<file path="config.mk">
export PLATFORM = sky130hd
export DESIGN_NAME = svc_copy_dma
export DESIGN_NICKNAME = d
export VERILOG_FILES = /design/src/rtl/svc_dma_pkg.sv /design/src/rtl/svc_dma_regs.sv /design/src/rtl/svc_dma_burst.sv /design/src/rtl/svc_dma_engine.sv /design/src/rtl/svc_copy_dma.sv
export SDC_FILE = /design/constraint.sdc
export NUM_CORES = 1
export LEC_CHECK = 0
export BUFFER_PORTS_ARGS = -buffer_cell sky130_fd_sc_hd__buf_2
export CAP_MARGIN = 20
export CORE_AREA = 2 2 242 172
export DETAILED_ROUTE_END_ITERATION = 10
export DIE_AREA = 0 0 244 174
export PLACE_DENSITY = 0.61
export SETUP_SLACK_MARGIN = 0.1
export SLEW_MARGIN = 40
export SYNTH_ARGS = -nofsm -noshare
export SYNTH_HDL_FRONTEND = slang
export SYNTH_SLANG_ARGS = --single-unit
</file>
<file path="constraint.sdc">
create_clock -name clk -period 7 [get_ports clk]
set_clock_uncertainty 0.15 [all_clocks]
set_input_delay 0 -clock clk [delete_from_list [all_inputs] [get_ports clk]]
set_output_delay 0 -clock clk [all_outputs]
set_load 0.01 [all_outputs]
</file>
<file path="src/rtl/svc_dma_pkg.sv">
package svc_dma_pkg;

    // Register indices on the register port
    typedef enum logic [2:0] {
        RG_CTRL  = 3'd0,
        RG_SRC   = 3'd1,
        RG_DST   = 3'd2,
        RG_COUNT = 3'd3,
        RG_LEFT  = 3'd4,
        RG_MODE  = 3'd5
    } reg_idx_e;

    localparam int unsigned LIM_W      = 4;
    localparam int unsigned MAX_BURST  = 256;
    localparam int unsigned LEN_W      = $clog2(MAX_BURST) + 1;

    // Control word fields
    localparam int unsigned CTRL_GO    = 31;
    localparam int unsigned CTRL_TGT   = 24;
    // Mode word fields
    localparam int unsigned MODE_SIZE  = 8;
    localparam int unsigned MODE_SPLIT = 10;

    localparam logic [1:0] TGT_HOST    = 2'b01;

    typedef struct packed {
        logic [LIM_W-1:0] lim;
        logic [1:0]       size;
        logic             split;
    } mode_t;

    // Byte enables for a dword holding n valid bytes (n = 1..4)
    function automatic logic [3:0] lane_mask(logic [2:0] n);
        case (n)
            3'd1:    return 4'b0001;
            3'd2:    return 4'b0011;
            3'd3:    return 4'b0111;
            default: return 4'b1111;
        endcase
    endfunction

endpackage

</file>
<file path="src/rtl/svc_dma_regs.sv">
module svc_dma_regs
    import svc_dma_pkg::*;
#(
    parameter int unsigned AW       = 32,
    parameter int unsigned CNT_W    = 16,
    parameter int unsigned MAX_PEND = 12
) (
    input  logic             clk,
    input  logic             rst_n,
    input  logic             wr_en,
    input  logic [2:0]       idx,
    input  logic [31:0]      wdata,
    output logic [31:0]      rdata,
    input  logic             busy,
    input  logic [CNT_W-1:0] left,
    output logic             go,
    output logic [1:0]       go_tgt,
    output logic [AW-1:0]    src,
    output logic [AW-1:0]    dst,
    output logic [CNT_W-1:0] cnt,
    output mode_t            mode
);

    localparam logic [LIM_W-1:0] LIM_CAP = LIM_W'(MAX_PEND);

    typedef struct packed {
        logic [AW-1:0]    src;
        logic [AW-1:0]    dst;
        logic [CNT_W-1:0] cnt;
        logic [1:0]       tgt;
        mode_t            mode;
        logic [2:0]       seen;
    } regs_t;

    regs_t q, d;
    logic  go_d;

    always_comb begin
        d    = q;
        go_d = 1'b0;
        if (wr_en) begin
            case (reg_idx_e'(idx))
                RG_SRC: begin
                    d.src     = {wdata[AW-1:2], 2'b00};
                    d.seen[0] = 1'b1;
                end
                RG_DST: begin
                    d.dst     = {wdata[AW-1:2], 2'b00};
                    d.seen[1] = 1'b1;
                end
                RG_COUNT: begin
                    d.cnt     = wdata[CNT_W-1:0];
                    d.seen[2] = 1'b1;
                end
                RG_CTRL: begin
                    if (!busy) begin
                        d.tgt = wdata[CTRL_TGT+1:CTRL_TGT];
                        if (wdata[CTRL_GO] && (&q.seen) && (q.cnt != '0)) begin
                            go_d   = 1'b1;
                            d.seen = '0;
                        end
                    end
                end
                RG_MODE: begin
                    if (!busy) begin
                        d.mode.lim   = (wdata[LIM_W-1:0] > LIM_CAP) ? LIM_CAP
                                                                    : wdata[LIM_W-1:0];
                        d.mode.size  = wdata[MODE_SIZE+1:MODE_SIZE];
                        d.mode.split = wdata[MODE_SPLIT];
                    end
                end
                default: ;
            endcase
        end
    end

    always_ff @(posedge clk or negedge rst_n) begin
        if (!rst_n) q <= '0;
        else        q <= d;
    end

    always_comb begin
        case (reg_idx_e'(idx))
            RG_CTRL:  rdata = {busy, 5'b0, q.tgt, 24'b0};
            RG_SRC:   rdata = 32'(q.src);
            RG_DST:   rdata = 32'(q.dst);
            RG_COUNT: rdata = 32'(q.cnt);
            RG_LEFT:  rdata = 32'(left);
            RG_MODE:  rdata = {21'b0, q.mode.split, q.mode.size, 4'b0, q.mode.lim};
            default:  rdata = '0;
        endcase
    end

    assign go     = go_d;
    assign go_tgt = wdata[CTRL_TGT+1:CTRL_TGT];
    assign src    = q.src;
    assign dst    = q.dst;
    assign cnt    = q.cnt;
    assign mode   = q.mode;

    // stored limit never exceeds the legal maximum
    p_lim_clamp_r3: assert property (@(posedge clk) disable iff (!rst_n)
        q.mode.lim <= LIM_CAP);

    // an accepted start makes the engine busy on the next cycle
    p_start_busy_r2: assert property (@(posedge clk) disable iff (!rst_n)
        go |=> busy);

    // mode is frozen while a transfer runs
    p_mode_frozen_r12: assert property (@(posedge clk) disable iff (!rst_n)
        busy |=> $stable(q.mode));

endmodule

</file>
<file path="src/rtl/svc_dma_burst.sv">
module svc_dma_burst
    import svc_dma_pkg::*;
#(
    parameter int unsigned CNT_W = 16
) (
    input  logic [7:0]       addr_lo,
    input  logic [CNT_W-1:0] left,
    input  logic [1:0]       size,
    input  logic             split,
    output logic [LEN_W-1:0] len
);

    logic [LEN_W-1:0] room;
    logic             cut64;

    // Split mode only narrows 128-byte bursts that start off a 128-byte line
    assign cut64 = split && (size == 2'd1) && (addr_lo[6:0] != 7'd0);

    always_comb begin
        if (cut64) begin
            room = LEN_W'(64) - LEN_W'(addr_lo[5:0]);
        end else begin
            case (size)
                2'd1:    room = LEN_W'(128) - LEN_W'(addr_lo[6:0]);
                2'd2:    room = LEN_W'(256) - LEN_W'(addr_lo);
                default: room = LEN_W'(64)  - LEN_W'(addr_lo[5:0]);
            endcase
        end
        len = (left < CNT_W'(room)) ? LEN_W'(left) : room;
    end

endmodule

</file>
<file path="src/rtl/svc_dma_engine.sv">
module svc_dma_engine
    import svc_dma_pkg::*;
#(
    parameter int unsigned AW       = 32,
    parameter int unsigned CNT_W    = 16,
    parameter int unsigned MAX_PEND = 12
) (
    input  logic             clk,
    input  logic             rst_n,
    input  logic             go,
    input  logic [1:0]       go_tgt,
    input  logic [AW-1:0]    go_src,
    input  logic [AW-1:0]    go_dst,
    input  logic [CNT_W-1:0] go_cnt,
    input  logic [LIM_W-1:0] lim,
    input  logic [LEN_W-1:0] burst_len,
    output logic [AW-1:0]    req_addr,
    output logic [CNT_W-1:0] req_left,
    output logic             rd_req_valid,
    input  logic             rd_req_ready,
    input  logic             rd_rsp_valid,
    input  logic             rd_rsp_last,
    input  logic [31:0]      rd_rsp_data,
    output logic             wr_valid,
    output logic [AW-1:0]    wr_addr,
    output logic [31:0]      wr_data,
    output logic [3:0]       wr_be,
    output logic             irq,
    output logic             busy,
    output logic [CNT_W-1:0] left
);

    typedef struct packed {
        logic             act;
        logic [AW-1:0]    ra;
        logic [CNT_W-1:0] rl;
        logic [AW-1:0]    wnext;
        logic [CNT_W-1:0] wl;
        logic [LIM_W-1:0] pend;
        logic [1:0]       tgt;
        logic             wv;
        logic [AW-1:0]    wa;
        logic [31:0]      wd;
        logic [3:0]       be;
        logic             irq;
    } eng_t;

    eng_t             q, d;
    logic [LIM_W-1:0] eff_lim;
    logic             req_v;
    logic             fire;
    logic             rsp_end;
    logic [2:0]       step;

    always_comb begin
        eff_lim = (lim == '0) ? LIM_W'(1) : lim;
        req_v   = q.act && (q.rl != '0) && (q.pend < eff_lim);
        fire    = req_v && rd_req_ready;
        rsp_end = rd_rsp_valid && rd_rsp_last;
        step    = (q.wl >= CNT_W'(4)) ? 3'd4 : q.wl[2:0];

        d     = q;
        d.wv  = 1'b0;
        d.irq = 1'b0;

        if (go) begin
            d.act   = 1'b1;
            d.ra    = go_src;
            d.rl    = go_cnt;
            d.wnext = go_dst;
            d.wl    = go_cnt;
            d.tgt   = go_tgt;
            d.pend  = '0;
        end else begin
            if (fire) begin
                d.ra = q.ra + AW'(burst_len);
                d.rl = q.rl - CNT_W'(burst_len);
            end
            if (fire && !rsp_end)      d.pend = q.pend + LIM_W'(1);
            else if (!fire && rsp_end) d.pend = q.pend - LIM_W'(1);

            if (rd_rsp_valid && q.act) begin
                d.wv    = 1'b1;
                d.wa    = q.wnext;
                d.wd    = rd_rsp_data;
                d.be    = lane_mask(step);
                d.wnext = q.wnext + AW'(4);
                d.wl    = q.wl - CNT_W'(step);
                if (d.wl == '0) begin
                    d.act = 1'b0;
                    d.irq = (q.tgt == TGT_HOST);
                end
            end
        end
    end

    always_ff @(posedge clk or negedge rst_n) begin
        if (!rst_n) q <= '0;
        else        q <= d;
    end

    assign req_addr     = q.ra;
    assign req_left     = q.rl;
    assign rd_req_valid = req_v;
    assign wr_valid     = q.wv;
    assign wr_addr      = q.wa;
    assign wr_data      = q.wd;
    assign wr_be        = q.be;
    assign irq          = q.irq;
    assign busy         = q.act;
    assign left         = q.wl;

    // outstanding requests stay within the legal maximum
    p_pend_cap_r4: assert property (@(posedge clk) disable iff (!rst_n)
        q.pend <= LIM_W'(MAX_PEND));

    // an offered request holds until accepted
    p_req_hold_r12: assert property (@(posedge clk) disable iff (!rst_n)
        (rd_req_valid && !rd_req_ready) |=>
            (rd_req_valid && $stable(q.ra) && $stable(burst_len)));

    // completion interrupt is a single-cycle pulse
    p_irq_pulse_r11: assert property (@(posedge clk) disable iff (!rst_n)
        q.irq |=> !q.irq);

    // activity ends only together with a local write
    p_done_write_r11: assert property (@(posedge clk) disable iff (!rst_n)
        $fell(q.act) |-> q.wv);

    // byte enables are contiguous from lane 0
    p_lane_r9: assert property (@(posedge clk) disable iff (!rst_n)
        q.wv |-> (q.be == 4'h1 || q.be == 4'h3 || q.be == 4'h7 || q.be == 4'hF));

    // every local write lowers the bytes-left count
    p_left_drop_r10: assert property (@(posedge clk) disable iff (!rst_n)
        q.wv |-> (q.wl < $past(q.wl)));

endmodule

</file>
<file path="src/rtl/svc_copy_dma.sv">
module svc_copy_dma
    import svc_dma_pkg::*;
#(
    parameter int unsigned AW       = 32,
    parameter int unsigned CNT_W    = 16,
    parameter int unsigned MAX_PEND = 12
) (
    input  logic             clk,
    input  logic             rst_n,
    input  logic             reg_wr_en,
    input  logic [2:0]       reg_idx,
    input  logic [31:0]      reg_wdata,
    output logic [31:0]      reg_rdata,
    output logic             rd_req_valid,
    input  logic             rd_req_ready,
    output logic [AW-1:0]    rd_req_addr,
    output logic [LEN_W-1:0] rd_req_len,
    input  logic             rd_rsp_valid,
    input  logic             rd_rsp_last,
    input  logic [31:0]      rd_rsp_data,
    output logic             wr_valid,
    output logic [AW-1:0]    wr_addr,
    output logic [31:0]      wr_data,
    output logic [3:0]       wr_be,
    output logic             irq_host,
    output logic             busy
);

    logic             go;
    logic [1:0]       go_tgt;
    logic [AW-1:0]    src, dst;
    logic [CNT_W-1:0] cnt, left, req_left;
    mode_t            mode;
    logic [LEN_W-1:0] blen;

    svc_dma_regs #(.AW(AW), .CNT_W(CNT_W), .MAX_PEND(MAX_PEND)) u_regs (
        .clk    (clk),
        .rst_n  (rst_n),
        .wr_en  (reg_wr_en),
        .idx    (reg_idx),
        .wdata  (reg_wdata),
        .rdata  (reg_rdata),
        .busy   (busy),
        .left   (left),
        .go     (go),
        .go_tgt (go_tgt),
        .src    (src),
        .dst    (dst),
        .cnt    (cnt),
        .mode   (mode)
    );

    svc_dma_burst #(.CNT_W(CNT_W)) u_burst (
        .addr_lo (rd_req_addr[7:0]),
        .left    (req_left),
        .size    (mode.size),
        .split   (mode.split),
        .len     (blen)
    );

    svc_dma_engine #(.AW(AW), .CNT_W(CNT_W), .MAX_PEND(MAX_PEND)) u_engine (
        .clk          (clk),
        .rst_n        (rst_n),
        .go           (go),
        .go_tgt       (go_tgt),
        .go_src       (src),
        .go_dst       (dst),
        .go_cnt       (cnt),
        .lim          (mode.lim),
        .burst_len    (blen),
        .req_addr     (rd_req_addr),
        .req_left     (req_left),
        .rd_req_valid (rd_req_valid),
        .rd_req_ready (rd_req_ready),
        .rd_rsp_valid (rd_rsp_valid),
        .rd_rsp_last  (rd_rsp_last),
        .rd_rsp_data  (rd_rsp_data),
        .wr_valid     (wr_valid),
        .wr_addr      (wr_addr),
        .wr_data      (wr_data),
        .wr_be        (wr_be),
        .irq          (irq_host),
        .busy         (busy),
        .left         (left)
    );

    assign rd_req_len = blen;

    // Boundary span used only by the checks below
    logic [9:0] span_chk;
    logic       split128;
    always_comb begin
        case (mode.size)
            2'd1:    span_chk = 10'd128;
            2'd2:    span_chk = 10'd256;
            default: span_chk = 10'd64;
        endcase
    end
    assign split128 = mode.split && (mode.size == 2'd1);

    // without split a request stays inside one span
    p_no_cross_r5: assert property (@(posedge clk) disable iff (!rst_n)
        (rd_req_valid && !split128) |->
            ((10'(rd_req_addr[7:0]) & (span_chk - 10'd1)) + 10'(rd_req_len) <= span_chk));

    // long bursts only from 128-byte-aligned addresses in split mode
    p_split_long_r6: assert property (@(posedge clk) disable iff (!rst_n)
        (rd_req_valid && split128 && rd_req_len > LEN_W'(64)) |->
            (rd_req_addr[6:0] == 7'd0));

    // short bursts in split mode stay within a 64-byte line
    p_split_short_r6: assert property (@(posedge clk) disable iff (!rst_n)
        (rd_req_valid && split128 && rd_req_len <= LEN_W'(64)) |->
            (10'(rd_req_addr[5:0]) + 10'(rd_req_len) <= 10'd64));

    // an offered request is never empty
    p_len_nz_r7: assert property (@(posedge clk) disable iff (!rst_n)
        rd_req_valid |-> (rd_req_len != '0));

endmodule

</file>
Yosys cells after proc, flatten, opt, wreduce, memory -nomap -nowiden
Cells that the tools add are included.

Logic and storage cells: 114. Register bits: 261. Input bits: 73. Output and inout bits: 145.

Bitwise logic cells: 2. Eq/ne operators: 13. $lt $le $gt $ge: 4. Reduce and logical (&&, ||, !) cells: 37. Add/subtract/negate cells: 9. Mux-type cells: 27.

Operator list (number): $pmux W32 S6 (1); $mux W70 (2); $mux W101 (1); $mux W48 (2); $add A32 B3 Y32 const B (1); $add A32 B9 Y32 (1); $reduce_bool A16 Y1 (2); $mux W9 (2); $pmux W9 S2 (1); $ge A16 B3 Y1 const B (1); $logic_not A16 Y1 (1); $lt A16 B9 Y1 (1); $mux W4 (4); $sub A16 B3 Y16 (1); $sub A16 B9 Y16 (1); $eq A3 B2 Y1 const B (4); $pmux W4 S3 (1); $reduce_and A4 Y1 (3); $reduce_bool A2 Y1 (6); $logic_and A1 B1 Y1 (11); $reduce_and A2 Y1 (5); $mux W3 (3); $reduce_and A3 Y1 (3); $sub A8 B7 Y9 const A (1); other kinds (20) (33).

Logic depth before layout (Yosys ltp)
Gate-level depths: netlist of run 1.

Word-level depth: 10. Mapped depth: 27. Mapped depth without buffers: 25.

By module
A second synthesis of run 1 with hierarchy kept.

Cell total of the unflattened synthesis: 1663. Area, all modules: 15670.0 um^2.

Modules (own cells, without submodules): svc_dma_engine (area each 10169.8 um^2, cells an instance 1180, times used 1, seq. area each 4329.2 um^2); svc_dma_regs (area each 4906.0 um^2, cells an instance 408, times used 1, seq. area each 2202.1 um^2); svc_dma_burst (area each 594.3 um^2, cells an instance 75, times used 1, seq. area each 0.0 um^2).

Least setup slack after synthesis of run 1
OpenSTA, ideal clock, no wires.

Path type: register to register. Start point: reg u_engine.q, in the netlist u_engine.req_addr[1]. End point: reg u_engine.q, in the netlist u_engine.req_left[12]. Data arrival time: 5.793 ns. Slack: 0.937 ns. Data required time: 6.730 ns. Library setup time: 0.120 ns. Cell stages (with the launch flop): 27. Path buffers: 2. Period minus slack after synthesis: 6.063 ns. Path through: dfrtp_1 inv_1 ha_1 nor3b_1 nand2_1 or2_2 a21oi_1 inv_1 ha_1 and3_1 a221oi_1 o21ai_0 or2_0 buf_6 clkbuf_1 o21ai_0 ha_1 inv_1 fa_1 a211oi_1 o21bai_1 a21oi_1 o21bai_1 a21oi_1 o31ai_2 or4_1 a31o_1.

Longest elaborated chain between the ends: 8. Elaborated cells on any way between the ends: 12. Those cells by class: 4 x add/sub; 1 x order compare; 5 x mux; 2 x reduce/logical.

RTL lines: from (decl) (RTL line svc_dma_engine.sv:48) `eng_t q, d;`; from (signal assigned) (RTL line svc_dma_engine.sv:98) `if (!rst_n) q <= '0;`; from (signal assigned) (RTL line svc_dma_engine.sv:99) `else q <= d;`; $sub A9 B8 Y9 (tied with other cells) (RTL line svc_dma_burst.sv:25) `2'd2: room = LEN_W'(256) - LEN_W'(addr_lo);`; $pmux W9 S2 / $logic_and A1 B1 Y1 (equally long branches) (RTL line svc_dma_burst.sv:23, svc_dma_burst.sv:17); $mux W9 (*) (RTL line svc_dma_burst.sv:20) `if (cut64) begin`; $lt A16 B9 Y1 (RTL line svc_dma_burst.sv:29) `len = (left < CNT_W'(room)) ? LEN_W'(left) : room;`; $mux W9 (*) (RTL line svc_dma_burst.sv:29); named net rd_req_len[0] (RTL line svc_copy_dma.sv:17) `output logic [LEN_W-1:0] rd_req_len,`; $sub A16 B9 Y16 (*) (RTL line svc_dma_engine.sv:77) `d.rl = q.rl - CNT_W'(burst_len);`; $mux W48 (*) (RTL line svc_dma_engine.sv:75) `if (fire) begin`; $mux W101 (*) (RTL line svc_dma_engine.sv:66) `if (go) begin`.

The timed path passes the listed nets; every way through them passes the cells marked *. The select of a mux whose other input is x is not followed. A chain may end at the register's enable or synchronous reset.

Worst setup path after layout of run 1
Start point: reg u_engine.q, in the netlist u_engine.req_addr[1]. End point: reg u_engine.q, in the netlist u_engine.req_left[12].

Longest elaborated chain between the ends: 8. Elaborated cells on any way between the ends: 12. Those cells by class: 4 x add/sub; 1 x order compare; 5 x mux; 2 x reduce/logical.

RTL lines (RTL line): $sub A9 B8 Y9 (tied with other cells) (svc_dma_burst.sv:25); $pmux W9 S2 / $logic_and A1 B1 Y1 (equally long branches) (svc_dma_burst.sv:23, svc_dma_burst.sv:17); $mux W9 (*) (svc_dma_burst.sv:20); $lt A16 B9 Y1 (svc_dma_burst.sv:29); $mux W9 (*) (svc_dma_burst.sv:29); $sub A16 B9 Y16 (*) (svc_dma_engine.sv:77); $mux W48 (*) (svc_dma_engine.sv:75); $mux W101 (*) (svc_dma_engine.sv:66).

Mark *: on every way between the ends. The rest lies on a longest branch, timed or not. The select of a mux whose other input is x is not followed.

==> flow_summary.json, run 1 <==
{
  "track_usage_pct": 20.5,
  "clk_pin_slew_ns": 0.06,
  "synth_area_per_cell_sq_um": 9.36,
  "maxCapViolCount": 0,
  "place_hpwl_mm": 31.1,
  "cts_sinks": 257,
  "first_iter_violations": 1115,
  "layout-drive-gt1-share_pct": 23.8,
  "hold_ws_ns": -0.00883,
  "ys_seq_area_share_pct": 44.9,
  "grt_start_max_net_pins": 73,
  "ir_drop_v": 0.000209,
  "hold_violations": 1,
  "arrival_ns": 6.66,
  "io_buffers": 215,
  "final_common_cell": "nand2_1",
  "start_util_pct": 35.5,
  "fillers": 3988,
  "period_share_pct": 91.0,
  "finish.utilization_pct": 41.9,
  "die_area_sq_um": 42500,
  "dp_slack_ns": 0.746,
  "cts_root_buf": "clkbuf_16",
  "routabilityCongestion": 0.916,
  "violations": "hold timing",
  "synth_edf_count": 0,
  "max_freq_mhz": 157,
  "setup_viol": 0,
  "wl_per_cell_um": 19.5,
  "critical_path_class": "register to register",
  "yosys_most_used_dff": "dfrtp_1",
  "p_seq_share_pct": 35.9,
  "postCtsSetupBuffers": 0,
  "syn-cell-area_sq_um": 14300,
  "synth_warnings": 0,
  "ys_async_sr_fraction_pct": 100,
  "worst_pin_slew_ns": 0.831,
  "start_kind": "register",
  "power_density_nw_per_um2": 418,
  "rows": 62,
  "dr_total_vias": 12200,
  "grt_pass1_wl_mm": 69.4,
  "final_cell_mix": "nand2_1 (313), dfrtp_1 (257), buf_2 (214)",
  "drt_wl_total_mm": 44.1,
  "syn_to_final_growth_pct": 18.2,
  "cts-buffers-inserted": 28,
  "pwr-share-clk_pct": 20.7,
  "max_slew_margin_pct": 44.1,
  "drc_errors": 0,
  "pin_count": 218,
  "rsz0062_at_grt": "no",
  "hp-class": "input port to register",
  "power_frac_comb_pct": 43.4,
  "synthCells": 1532,
  "synth-seq-cells": 257,
  "final_max_slew_viol_count": 0,
  "die_h_um": 174,
  "clock_latency_ns": 0.56,
  "antenna_left": 0,
  "routed_via_density": 5.39,
  "path_max_fanout": 7,
  "status": "finished, violations left",
  "die_w_um": 244,
  "internal-power_uw": 4160,
  "required_ns": 7.29,
  "cts_buffer_depth": 3,
  "num-nets-final": 1810,
  "synth_cell_types": 70,
  "critPathCaptureType": "register",
  "antenna_found_initial": 3,
  "h-tree-depth": 1,
  "grt_pass1_vias": 11800,
  "p_leak_uw": 0.00792,
  "coreArea_sq_um": 40400,
  "first_pass_iters": 5,
  "overflow": 0,
  "p_sw_uw": 2930,
  "switching_share_pct": 41.3,
  "fin_tns_setup_ns": 0,
  "fin_crit_ns": 6.37,
  "fin_area_sq_um": 17000,
  "setup_ws_ns": 0.629,
  "placed_cell_area_sq_um": 15200,
  "cts_tree": "done"
}
logic make-up (layout without fill, tap and decap cells):
kind of cell	Yosys count	count (layout)	synth area share, %
muxes	116	116	9.00
adders and majority gates	40	40	3.65
xor gates and xnor gates	31	31	1.89
and+or+nand+nor	556	556	17.4
buffers and inverters	232	414	8.81
AOI/OAI and AO/OA	298	298	14.4
DFF	257	257	44.9
other	2	5	0.0524
synth_stat cells (all sizes together), types with 4 or more instances:
library cell	instances	share of area [%]
or4	8	0.47
nor4	20	0.87
o211ai	19	1.0
inv	50	1.3
xor2	12	0.73
nand2	315	8.2
or3	5	0.22
o311ai	29	1.8
nor3b	8	0.45
a21oi	49	1.8
xnor2	19	1.2
and2	6	0.26
o21a	5	0.26
a22oi	34	1.8
a31oi	11	0.48
ha	37	3.2
clkbuf	62	1.6
and3	13	0.57
buf	120	5.9
nor3	27	0.98
o21ai	75	2.6
nor2	74	2.0
nor2b	4	0.17
a221o	21	1.5
nand4	12	0.52
nand3	40	1.4
o22ai	6	0.26
nand2b	12	0.52
dfrtp	257	45
a31o	4	0.24
a21o	15	0.79
mux2	103	8.1
or2	4	0.17
o21bai	4	0.21
mux2i	13	0.91
o31ai	4	0.24
stage by stage:
stage               hold slack (ns)  std cells  power (uW)
finish                     -0.00883       2261        7090
global route                 0.0176       2261        7630
CTS                        0.000655       2259        7110
detailed placement           -0.156       2132        5570
global placement             -0.159       2132        5480
floorplan                    -0.446       1533        4810
worst paths after layout:
check | start | endpoint | slack [ns] | cells past startpoint
setup / recovery | u_engine.req_addr[1]$_DFFE_PN0P_ | u_engine.req_left[12]$_DFFE_PN0P_ | 0.63 | 24
hold / removal | rd_rsp_valid | u_engine.wr_be[0]$_DFFE_PN0P_ | -0.009 | 3
setup reg to reg | u_engine.req_addr[1]$_DFFE_PN0P_ | u_engine.req_left[12]$_DFFE_PN0P_ | 0.63 | 24
hold reg to reg | u_engine.wr_data[15]$_DFFE_PN0P_ | u_engine.wr_data[15]$_DFFE_PN0P_ | 0.32 | 2
max in group asynchronous | rst_n | u_engine.wr_addr[23]$_DFFE_PN0P_ | 5.56 | 4
min in group asynchronous | rst_n | u_engine.req_addr[1]$_DFFE_PN0P_ | 0.49 | 4
cell type report:
cell class                      instances  area (sq um)  share of cell area, %
Tap cell                              544           681                   4.02
Antenna cell                            2          5.00                 0.0295
Sequential cell                       257          6430                   37.9
Multi-Input combinational cell       1044          6680                   39.4
Inverter                               50           188                   1.11
Clock buffer                           39           782                   4.61
Timing Repair Buffer                  316          2070                   12.2
Clock inverter                          9           109                  0.642
state kept, by name (all words and copies together), names as in the netlist, 4 cells and up:
name,flops
u_regs.dst,30
u_regs.src,30
u_engine.wr_be,4
u_engine.req_addr,32
u_regs.q,5
u_engine.left,16
u_engine.req_left,16
u_engine.q,36
u_engine.wr_addr,30
u_regs.cnt,16
u_regs.mode,7
u_engine.wr_data,32
power by group through the flow:
stage                     logic [uW]  registers [uW]  clock network [uW]
after floorplan                 2490            2320                   0
after global placement          2950            2530                   0
after detailed placement        3020            2550                   0
after CTS                       3070            2530                1510
after global routing            3430            2630                1570
final                           3080            2540                1470
layer usage:
layer,global-route usage [%],wire (um)
met2,30.8,19600
met4,4.67,896
met5,0,13
met1,30.1,20500
met3,4.51,3070
repair_timing:
| action | CTS | global route |
|---|---|---|
| resized for setup | 0 | 0 |
| hold buffers | 79 | 0 |
| hold endpoints to repair | 372 | 0 |
critical path, cell delays in order, from the launching register on:
cell and delay [ns]:
dfrtp_1 0.47, inv_1 0.12, ha_1 0.20, nor3b_1 0.41
nand2_1 0.16, or2_2 0.32, a21oi_1 0.19, inv_1 0.07
ha_1 0.26, and3_1 0.19, a221oi_1 0.27, o21ai_0 0.18
or2_0 0.33, o21ai_0 0.32, ha_1 0.25, inv_1 0.06
fa_1 0.43, a211oi_1 0.33, o21bai_1 0.14, a21oi_1 0.24
o21bai_1 0.16, a21oi_1 0.25, o31ai_2 0.14, or4_1 0.41
a31o_1 0.22
Note: power is estimated with default switching activity, not from simulation.
==> run 2, diff against run 1 <==
Settings changed: HOLD_SLACK_MARGIN from default to 0.1.
==> flow_summary.json, run 2 (synthesis results as in run 1) <==
{
  "postCtsSetupBuffers": 0,
  "grt_pass1_vias": 12300,
  "grt_pass1_wl_mm": 71.5,
  "rows": 62,
  "setup_viol": 0,
  "cts_sinks": 257,
  "crit_family": "compound AO/OA/AOI/OAI gates",
  "hold_violations": 0,
  "cts_root_buf": "clkbuf_16",
  "path_max_fanout": 7,
  "max_freq_mhz": 157,
  "overflow": 0,
  "drc_errors": 0,
  "die_h_um": 174,
  "maxCapViolCount": 0,
  "first_pass_iters": 5,
  "critPathCaptureType": "register",
  "start_kind": "register",
  "final_cell_mix": "nand2_1 (313), dfrtp_1 (257), buf_2 (214)",
  "ir_drop_v": 0.000214,
  "largest_register_ffs": 36,
  "multi_input_area_sq_um": 6680,
  "wl_per_cell_um": 19.3,
  "antenna_found_initial": 4,
  "placedCellCount": 2132,
  "h-tree-depth": 1,
  "p_leak_uw": 0.00827,
  "required_ns": 7.29,
  "fin_area_sq_um": 17700,
  "coreArea_sq_um": 40400,
  "clock_latency_ns": 0.56,
  "cts_tree": "done",
  "layout-drive-gt1-share_pct": 22.8,
  "stdcell_count": 2338,
  "final_common_cell": "nand2_1",
  "syn_to_final_growth_pct": 23.5,
  "io_buffers": 215,
  "status": "finished, final reports clean",
  "critPathBufInv": 3,
  "seq_area_sq_um": 6430,
  "fillers": 3906,
  "worst_pin_slew_ns": 0.909,
  "start_util_pct": 35.5,
  "arrival_ns": 6.67,
  "num-nets-final": 1885,
  "crit_chain": "inv_1, ha_1, nor3b_1, nand2_1, or2_2, a21oi_1, inv_1, ha_1, and3_1, a221oi_1, o21ai_0, or2_0, o21ai_0, ha_1, inv_1, fa_1, a211oi_1, o21bai_1, a21oi_1, o21bai_1, a21oi_1, o31ai_2, or4_1, a31o_1",
  "finish.utilization_pct": 43.8,
  "power_density_nw_per_um2": 410,
  "dr_total_vias": 12500,
  "max_slew_margin_pct": 38.8,
  "placed_cell_area_sq_um": 15200,
  "final_max_slew_viol_count": 0,
  "first_iter_violations": 1220,
  "hp-class": "input port to register",
  "die_area_sq_um": 42500,
  "routabilityCongestion": 0.916,
  "cts_buffer_depth": 3,
  "slowest_stage": "dfrtp_1",
  "slowest_delay_ns": 0.47,
  "period_share_pct": 91.2,
  "routed_via_density": 5.36,
  "die_w_um": 244,
  "cts-buffers-inserted": 28,
  "antenna_left": 0,
  "fin_crit_ns": 6.38,
  "pin_count": 218,
  "fin_tns_setup_ns": 0,
  "largest_register": "u_engine.q",
  "grt_start_max_net_pins": 73,
  "drt_wl_total_mm": 45.1,
  "clk_pin_slew_ns": 0.06,
  "critical_path_class": "register to register",
  "track_usage_pct": 21.1,
  "place_hpwl_mm": 31.1,
  "rsz0062_at_grt": "no"
}
==> run 2: metal layers <==
layer	global-route usage [%]	vias to the layer above	wire [um]
li1	-	5794	-
met1	30.3	6208	20500
met2	31.9	461	20200
met3	4.57	75	3240
met4	5.92	2	1230
met5	0	-	13
==> run 2: worst register-to-register path, cell delays in order (launching register included) <==
cell      delay (ns)
dfrtp_1         0.47
inv_1           0.12
ha_1            0.20
nor3b_1         0.41
nand2_1         0.16
or2_2           0.32
a21oi_1         0.19
inv_1           0.07
ha_1            0.26
and3_1          0.19
a221oi_1        0.27
o21ai_0         0.18
or2_0           0.33
o21ai_0         0.33
ha_1            0.25
inv_1           0.06
fa_1            0.43
a211oi_1        0.33
o21bai_1        0.14
a21oi_1         0.24
o21bai_1        0.17
a21oi_1         0.25
o31ai_2         0.14
or4_1           0.41
a31o_1          0.22
==> run 2: what timing repair did <==
item                                   in CTS  in global routing
setup endpoints to repair                   0                  0
hold buffers                              154                  0
endpoints found under the hold margin     405                  0
resized for setup                           0                  0
==> run 2: metrics by stage <==
stage / hold slack, ns / power, uW / setup slack (ns)
finish: 0.123 / 7260 / 0.619
global route: 0.124 / 7800 / 0.159
CTS: 0.103 / 7260 / 0.701
detailed placement: -0.156 / 5570 / 0.746
global placement: -0.159 / 5480 / 0.860
floorplan: -0.446 / 4810 / 0.937
==> run 2: area by class of cell <==
class                   count  share of cell area [%]
multi-input cells        1044                    37.8
clock inverters             9                   0.615
repair buffers            391                    15.9
well taps                 544                    3.84
inverters                  50                    1.06
diodes                      4                  0.0565
flip-flops and latches    257                    36.3
clock buffers              39                    4.42
==> run 2: report_power, final <==
part	leakage (uW)	switching, uW	total, uW	internal [uW]
registers	0.00325	578	2550	1970
clock network	0.000437	621	1470	849
logic	0.00458	1770	3240	1470
total	0.00827	2970	7260	4290
==> run 2: path summary, 6_finish.rpt <==
path | startpoint | endpoint | slack [ns] | cells past startpoint
setup / recovery | u_engine.req_addr[1]$_DFFE_PN0P_ | u_engine.req_left[12]$_DFFE_PN0P_ | 0.62 | 24
hold / removal | reg_wdata[13] | u_regs.cnt[13]$_DFFE_PN0P_ | 0.12 | 3
setup reg to reg | u_engine.req_addr[1]$_DFFE_PN0P_ | u_engine.req_left[12]$_DFFE_PN0P_ | 0.62 | 24
hold reg to reg | u_engine.wr_be[0]$_DFFE_PN0P_ | u_engine.wr_be[0]$_DFFE_PN0P_ | 0.32 | 1
max in group asynchronous | rst_n | u_engine.wr_addr[20]$_DFFE_PN0P_ | 5.58 | 4
min in group asynchronous | rst_n | u_engine.req_addr[1]$_DFFE_PN0P_ | 0.49 | 4
